===== src/rtl/blm_pkg.sv =====
package blm_pkg;
  localparam int NLINES    = 4;
  localparam int L_SCL     = 0;
  localparam int L_SDA     = 1;
  localparam int L_CTL     = 2;
  localparam int L_ALERT   = 3;
  localparam int ST_CTLEDG = 4;
  localparam int ST_ALTEDG = 5;
  localparam int ST_FREE   = 6;
  localparam int ST_W      = 7;
endpackage


===== src/rtl/blm_line_sync.sv =====
// Two-flop synchronizer plus one registered raw stage used for edge compare.
module blm_line_sync #(
  parameter logic IDLE_LVL = 1'b1
) (
  input  logic clk,
  input  logic rst_n,
  input  logic d_i,
  output logic sync_o,
  output logic raw_o
);
  logic meta_q;

  always_ff @(posedge clk) begin
    if (!rst_n) begin
      meta_q <= IDLE_LVL;
      sync_o <= IDLE_LVL;
      raw_o  <= IDLE_LVL;
    end else begin
      meta_q <= d_i;
      sync_o <= meta_q;
      raw_o  <= sync_o;
    end
  end
endmodule


===== src/rtl/blm_edge_latch.sv =====
// Sticky edge flag; a qualifying edge outranks a simultaneous clear.
module blm_edge_latch (
  input  logic clk,
  input  logic rst_n,
  input  logic cur_i,
  input  logic prev_i,
  input  logic rise_i,
  input  logic clr_i,
  output logic flag_o
);
  logic hit;

  always_comb begin
    if (rise_i) hit = cur_i & ~prev_i;
    else        hit = ~cur_i & prev_i;
  end

  always_ff @(posedge clk) begin
    if (!rst_n)      flag_o <= 1'b0;
    else if (hit)    flag_o <= 1'b1;
    else if (clr_i)  flag_o <= 1'b0;
  end
endmodule


===== src/rtl/blm_idle_timer.sv =====
// Counts consecutive cycles with both bus lines high; flags bus free at the limit.
module blm_idle_timer #(
  parameter int IDLE_CYCLES = 5000
) (
  input  logic clk,
  input  logic rst_n,
  input  logic scl_i,
  input  logic sda_i,
  output logic free_o
);
  localparam int CW = $clog2(IDLE_CYCLES + 1);
  localparam logic [CW-1:0] LAST = CW'(IDLE_CYCLES - 1);

  logic [CW-1:0] cnt_q;
  logic          both_hi;

  assign both_hi = scl_i & sda_i;

  always_ff @(posedge clk) begin
    if (!rst_n) begin
      cnt_q  <= '0;
      free_o <= 1'b0;
    end else if (!both_hi) begin
      cnt_q  <= '0;
      free_o <= 1'b0;
    end else if (cnt_q == LAST) begin
      free_o <= 1'b1;
    end else begin
      cnt_q <= cnt_q + 1'b1;
    end
  end
endmodule


===== src/rtl/bus_line_monitor.sv =====
module bus_line_monitor
  import blm_pkg::*;
#(
  parameter int IDLE_CYCLES = 5000
) (
  input  logic            clk,
  input  logic            rst_n,
  input  logic            scl_i,
  input  logic            sda_i,
  input  logic            ctl_i,
  input  logic            alert_i,
  input  logic            ctl_rise_sel,
  input  logic            clr_we,
  input  logic [1:0]      clr_data,
  output logic [ST_W-1:0] status_o
);
  logic [NLINES-1:0] lines, sync_v, raw_v;
  logic ctl_flag, alert_flag, bus_free;

  assign lines = {alert_i, ctl_i, sda_i, scl_i};

  for (genvar g = 0; g < NLINES; g++) begin : g_sync
    blm_line_sync #(.IDLE_LVL(1'b1)) u_sync (
      .clk   (clk),
      .rst_n (rst_n),
      .d_i   (lines[g]),
      .sync_o(sync_v[g]),
      .raw_o (raw_v[g])
    );
  end

  blm_edge_latch u_ctl_edge (
    .clk   (clk),
    .rst_n (rst_n),
    .cur_i (sync_v[L_CTL]),
    .prev_i(raw_v[L_CTL]),
    .rise_i(ctl_rise_sel),
    .clr_i (clr_we & clr_data[0]),
    .flag_o(ctl_flag)
  );

  blm_edge_latch u_alert_edge (
    .clk   (clk),
    .rst_n (rst_n),
    .cur_i (sync_v[L_ALERT]),
    .prev_i(raw_v[L_ALERT]),
    .rise_i(1'b0),
    .clr_i (clr_we & clr_data[1]),
    .flag_o(alert_flag)
  );

  blm_idle_timer #(.IDLE_CYCLES(IDLE_CYCLES)) u_idle (
    .clk   (clk),
    .rst_n (rst_n),
    .scl_i (sync_v[L_SCL]),
    .sda_i (sync_v[L_SDA]),
    .free_o(bus_free)
  );

  assign status_o = {bus_free, alert_flag, ctl_flag, raw_v};
endmodule


===== config.mk =====
export PLATFORM = sky130hd
export DESIGN_NAME = bus_line_monitor
export DESIGN_NICKNAME = d
export VERILOG_FILES = /design/src/rtl/blm_pkg.sv /design/src/rtl/blm_line_sync.sv /design/src/rtl/blm_edge_latch.sv /design/src/rtl/blm_idle_timer.sv /design/src/rtl/bus_line_monitor.sv
export SDC_FILE = /design/constraint.sdc
export NUM_CORES = 1
export LEC_CHECK = 0
export ABC_AREA = 1
export BUFFER_PORTS_ARGS = -buffer_cell sky130_fd_sc_hd__buf_2
export CORE_MARGIN = 1.5
export CORE_UTILIZATION = 40
export DETAILED_ROUTE_END_ITERATION = 8
export PLACE_DENSITY = 0.56
export RECOVER_POWER = 50
export SLEW_MARGIN = 20
export SYNTH_ARGS = -nofsm -noshare
export SYNTH_HDL_FRONTEND = slang
export SYNTH_SLANG_ARGS = --single-unit

===== constraint.sdc =====
create_clock -name clk -period 1.6 [get_ports clk]
set_input_delay 0.32 -clock clk [delete_from_list [all_inputs] [get_ports clk]]
set_output_delay 0.32 -clock clk [all_outputs]
set_load 0.1 [all_outputs]

==> results.json <==
{
  "start_util_pct": 41.3,
  "worst_ep_required_ns": 1.28,
  "filler_cell_count": 318,
  "yosys_most_used_dff": "sky130_fd_sc_hd__dfxtp_1",
  "top_level_ports": 17,
  "post_drt_via_cell_ratio": 4.68,
  "die_area_sq_um": 3440,
  "cellLeakagePower_uw": 0.000554,
  "numPortBuffers": 16,
  "dp.final_hpwl_um": 1620,
  "cts.sinks": 28,
  "vdd.ir_drop.worst_mv": 0.337,
  "synthDominantAreaCellType": "sky130_fd_sc_hd__dfxtp_1",
  "postRouteAntennaNets": 0,
  "synth.cells.most_frequent": "sky130_fd_sc_hd__nand2_1, sky130_fd_sc_hd__dfxtp_1, sky130_fd_sc_hd__inv_1, sky130_fd_sc_hd__nor2_1, sky130_fd_sc_hd__nand3_1",
  "grt_antenna_before_repair": 0,
  "post-synth-top-area-fraction_pct": 45.3,
  "setup.worst_path.class": "reg -> out",
  "synth_area_sq_um": 1240,
  "dr.pass1.iters": 4,
  "post-route-drc-count": 0,
  "outcome": "finished clean",
  "cpLargestDelayFamily": "buffers and inverters",
  "gr-usage-all-layers_pct": 14.0,
  "cts_buffer_depth": 2,
  "cts_tree": "yes",
  "maxSlewViolCount": 0,
  "critical_path.startpoint_type": "flip-flop",
  "critical-path-max-stage-delay_ns": 0.43,
  "finalWeightedCongestion": 0.910,
  "grt_pass1_vias": 859,
  "layout-area-overhead-vs-synth_pct": 9.80,
  "netlist-cell-type-count": 22,
  "clock_tree.root_cell": "sky130_fd_sc_hd__clkbuf_4",
  "avgSynthCellArea_sq_um": 7.29,
  "dpl_cell_area_sq_um": 1310,
  "via_count": 1010,
  "die-height_um": 58.7,
  "cts_hold_buf": 0,
  "critical_path_cell_sequence": "buf_2",
  "chipWidth_um": 58.7,
  "crit_path_end_kind": "output port",
  "net_count_synth": 181,
  "yosysMostFrequentCell": "sky130_fd_sc_hd__nand2_1",
  "cells_taking_the_most_area_after_synthesis": "sky130_fd_sc_hd__dfxtp_1, sky130_fd_sc_hd__nand2_1, sky130_fd_sc_hd__inv_1, sky130_fd_sc_hd__nor2_1, sky130_fd_sc_hd__or2_2",
  "grt_start_max_net_pins": 17,
  "remaining_global_route_overflow": 0,
  "worstPathMaxFanout": 3,
  "design_area_sq_um": 1360,
  "count_of_final_hold_check_violations": 0,
  "cts_buffers": 3,
  "critical_path_arrival_ns": 1.15,
  "path_buf_inv": 1,
  "design.core.area_sq_um": 3000,
  "path_clk_slew_ns": 0.15,
  "wire_per_inst_um": 9.90,
  "pwr_density_cell_nw_per_um2": 964,
  "crit_slowest_cell": "sky130_fd_sc_hd__buf_2",
  "detail_route.wirelength_um": 2140,
  "synth_edf_count": 0,
  "std_cell_rows": 20,
  "drv_cap": 0,
  "worst_hold_path_type": "in -> reg",
  "cts_htree_levels": 1,
  "num_antenna_cells": 0,
  "wire_length_of_the_first_global_routing_pass_um": 3650,
  "synthesis_warning_total": 0,
  "postSynthCellCount": 170,
  "rsz_0062_raised_after_global_routing": "false",
  "cts_resized": 0,
  "worst-slew-pin-transition_ns": 0.483,
  "postSynthRegisterBits": 28,
  "finalWorstPathRequiredPeriod_ns": 1.47,
  "cts.repair_timing.setup_buffer_count": 0,
  "worstSkewPairLatency_ns": 0.34,
  "timing.slew.headroom_pct": 68.0,
  "yosysSeqAreaShare_pct": 45.3,
  "synth-async-reset-ratio_pct": 0,
  "maxClockFrequency_mhz": 681,
  "timing.setup.tns_ns": 0,
  "setup_violations": 0,
  "final_min_period_over_clock_period_pct": 91.8,
  "finalNetCount": 195,
  "final_layout_size_suffix_gt1_share_pct": 19.7,
  "drt_iter0_drc": 29,
  "worst_clock_skew_ns": 0.00761
}
[logic make-up after synthesis]
group	synth area share [%]
AO/OA/AOI/OAI	6.97
XOR/XNOR	1.41
adder cells (fa/ha/maj)	1.01
buffers and inverters	11.8
flip-flops	45.3
AND/OR/NAND/NOR	33.5
[stage by stage]
step	total power, uW	worst slack (ns)	cells	hold slack, ns	utilization [%]
finish	1310	0.131	216	0.154	45.3
global route	1370	0.0514	216	0.124	45.3
CTS	1320	0.120	216	0.148	45.4
detailed placement	852	0.275	212	0.398	43.7
global placement	849	0.318	212	0.394	43.7
floorplan	829	0.404	170	0.389	-
[layer usage]
layer	global-route usage, %	routed length, um	share of wire, %
met1	18.7	1110	52
met2	21.2	897	42
met4	5.84	37	1.7
met3	3.96	98	4.6
met5	0	0	0
[cell type report]
cell class / count / area, sq um / area share [%]
multi-input combinational: 110 / 529 / 38.9
tap: 33 / 41.3 / 3.04
timing repair buffer: 17 / 86.3 / 6.35
inverter: 24 / 90.1 / 6.62
clock buffer: 3 / 22.5 / 1.66
sequential: 28 / 561 / 41.2
clock inverter: 1 / 30.0 / 2.21
[state kept, by name (all words and copies together), names as in the netlist]
name	count
u_idle.cnt_q	13
g_sync.u_sync.meta_q	4
u_ctl_edge.flag_o	1
u_idle.free_o	1
g_sync.u_sync.sync_o	4
u_alert_edge.flag_o	1
g_sync.u_sync.raw_o	4
[power breakdown]
part / internal (uW) / switching [uW] / leakage, uW
Clock: 254 / 221 / 0.0000279
Sequential: 717 / 10.3 / 0.000229
Combinational: 34.8 / 73.0 / 0.000297
Total: 1010 / 305 / 0.000554
[path summary, 6_finish.rpt]
kind | from | end | slack (ns) | cells after the start
max | g_sync[2].u_sync.raw_o$_SDFF_PN1_ | status_o[2] | 0.13 | 1
min | sda_i | g_sync[1].u_sync.meta_q$_SDFF_PN1_ | 0.15 | 2
max reg2reg | u_idle.cnt_q[1]$_SDFFE_PN0P_ | u_idle.cnt_q[10]$_SDFFE_PN0P_ | 0.25 | 8
min reg2reg | g_sync[1].u_sync.meta_q$_SDFF_PN1_ | g_sync[1].u_sync.sync_o$_SDFF_PN1_ | 0.43 | 1
[layout by cell type (no fill, tap or decap)]
master	count
sky130_fd_sc_hd__buf_4	1
sky130_fd_sc_hd__a21oi_2	1
sky130_fd_sc_hd__buf_2	15
sky130_fd_sc_hd__nand3_1	13
sky130_fd_sc_hd__o21ai_0	7
sky130_fd_sc_hd__bufinv_16	1
sky130_fd_sc_hd__xor2_1	1
sky130_fd_sc_hd__xnor2_1	1
sky130_fd_sc_hd__a21oi_1	7
sky130_fd_sc_hd__nor2_1	23
sky130_fd_sc_hd__nand4_1	2
sky130_fd_sc_hd__inv_1	24
sky130_fd_sc_hd__clkbuf_4	3
sky130_fd_sc_hd__nor3_1	1
sky130_fd_sc_hd__nor2_4	1
sky130_fd_sc_hd__ha_1	1
sky130_fd_sc_hd__or2_0	1
sky130_fd_sc_hd__or2_2	11
sky130_fd_sc_hd__o21a_1	1
sky130_fd_sc_hd__nand2_1	35
sky130_fd_sc_hd__nor3b_1	1
sky130_fd_sc_hd__nand2_2	1
sky130_fd_sc_hd__dfxtp_1	28
sky130_fd_sc_hd__nor2_2	2
sky130_fd_sc_hd__clkbuf_1	1
No activity file was read; power rests on OpenSTA's default activity.
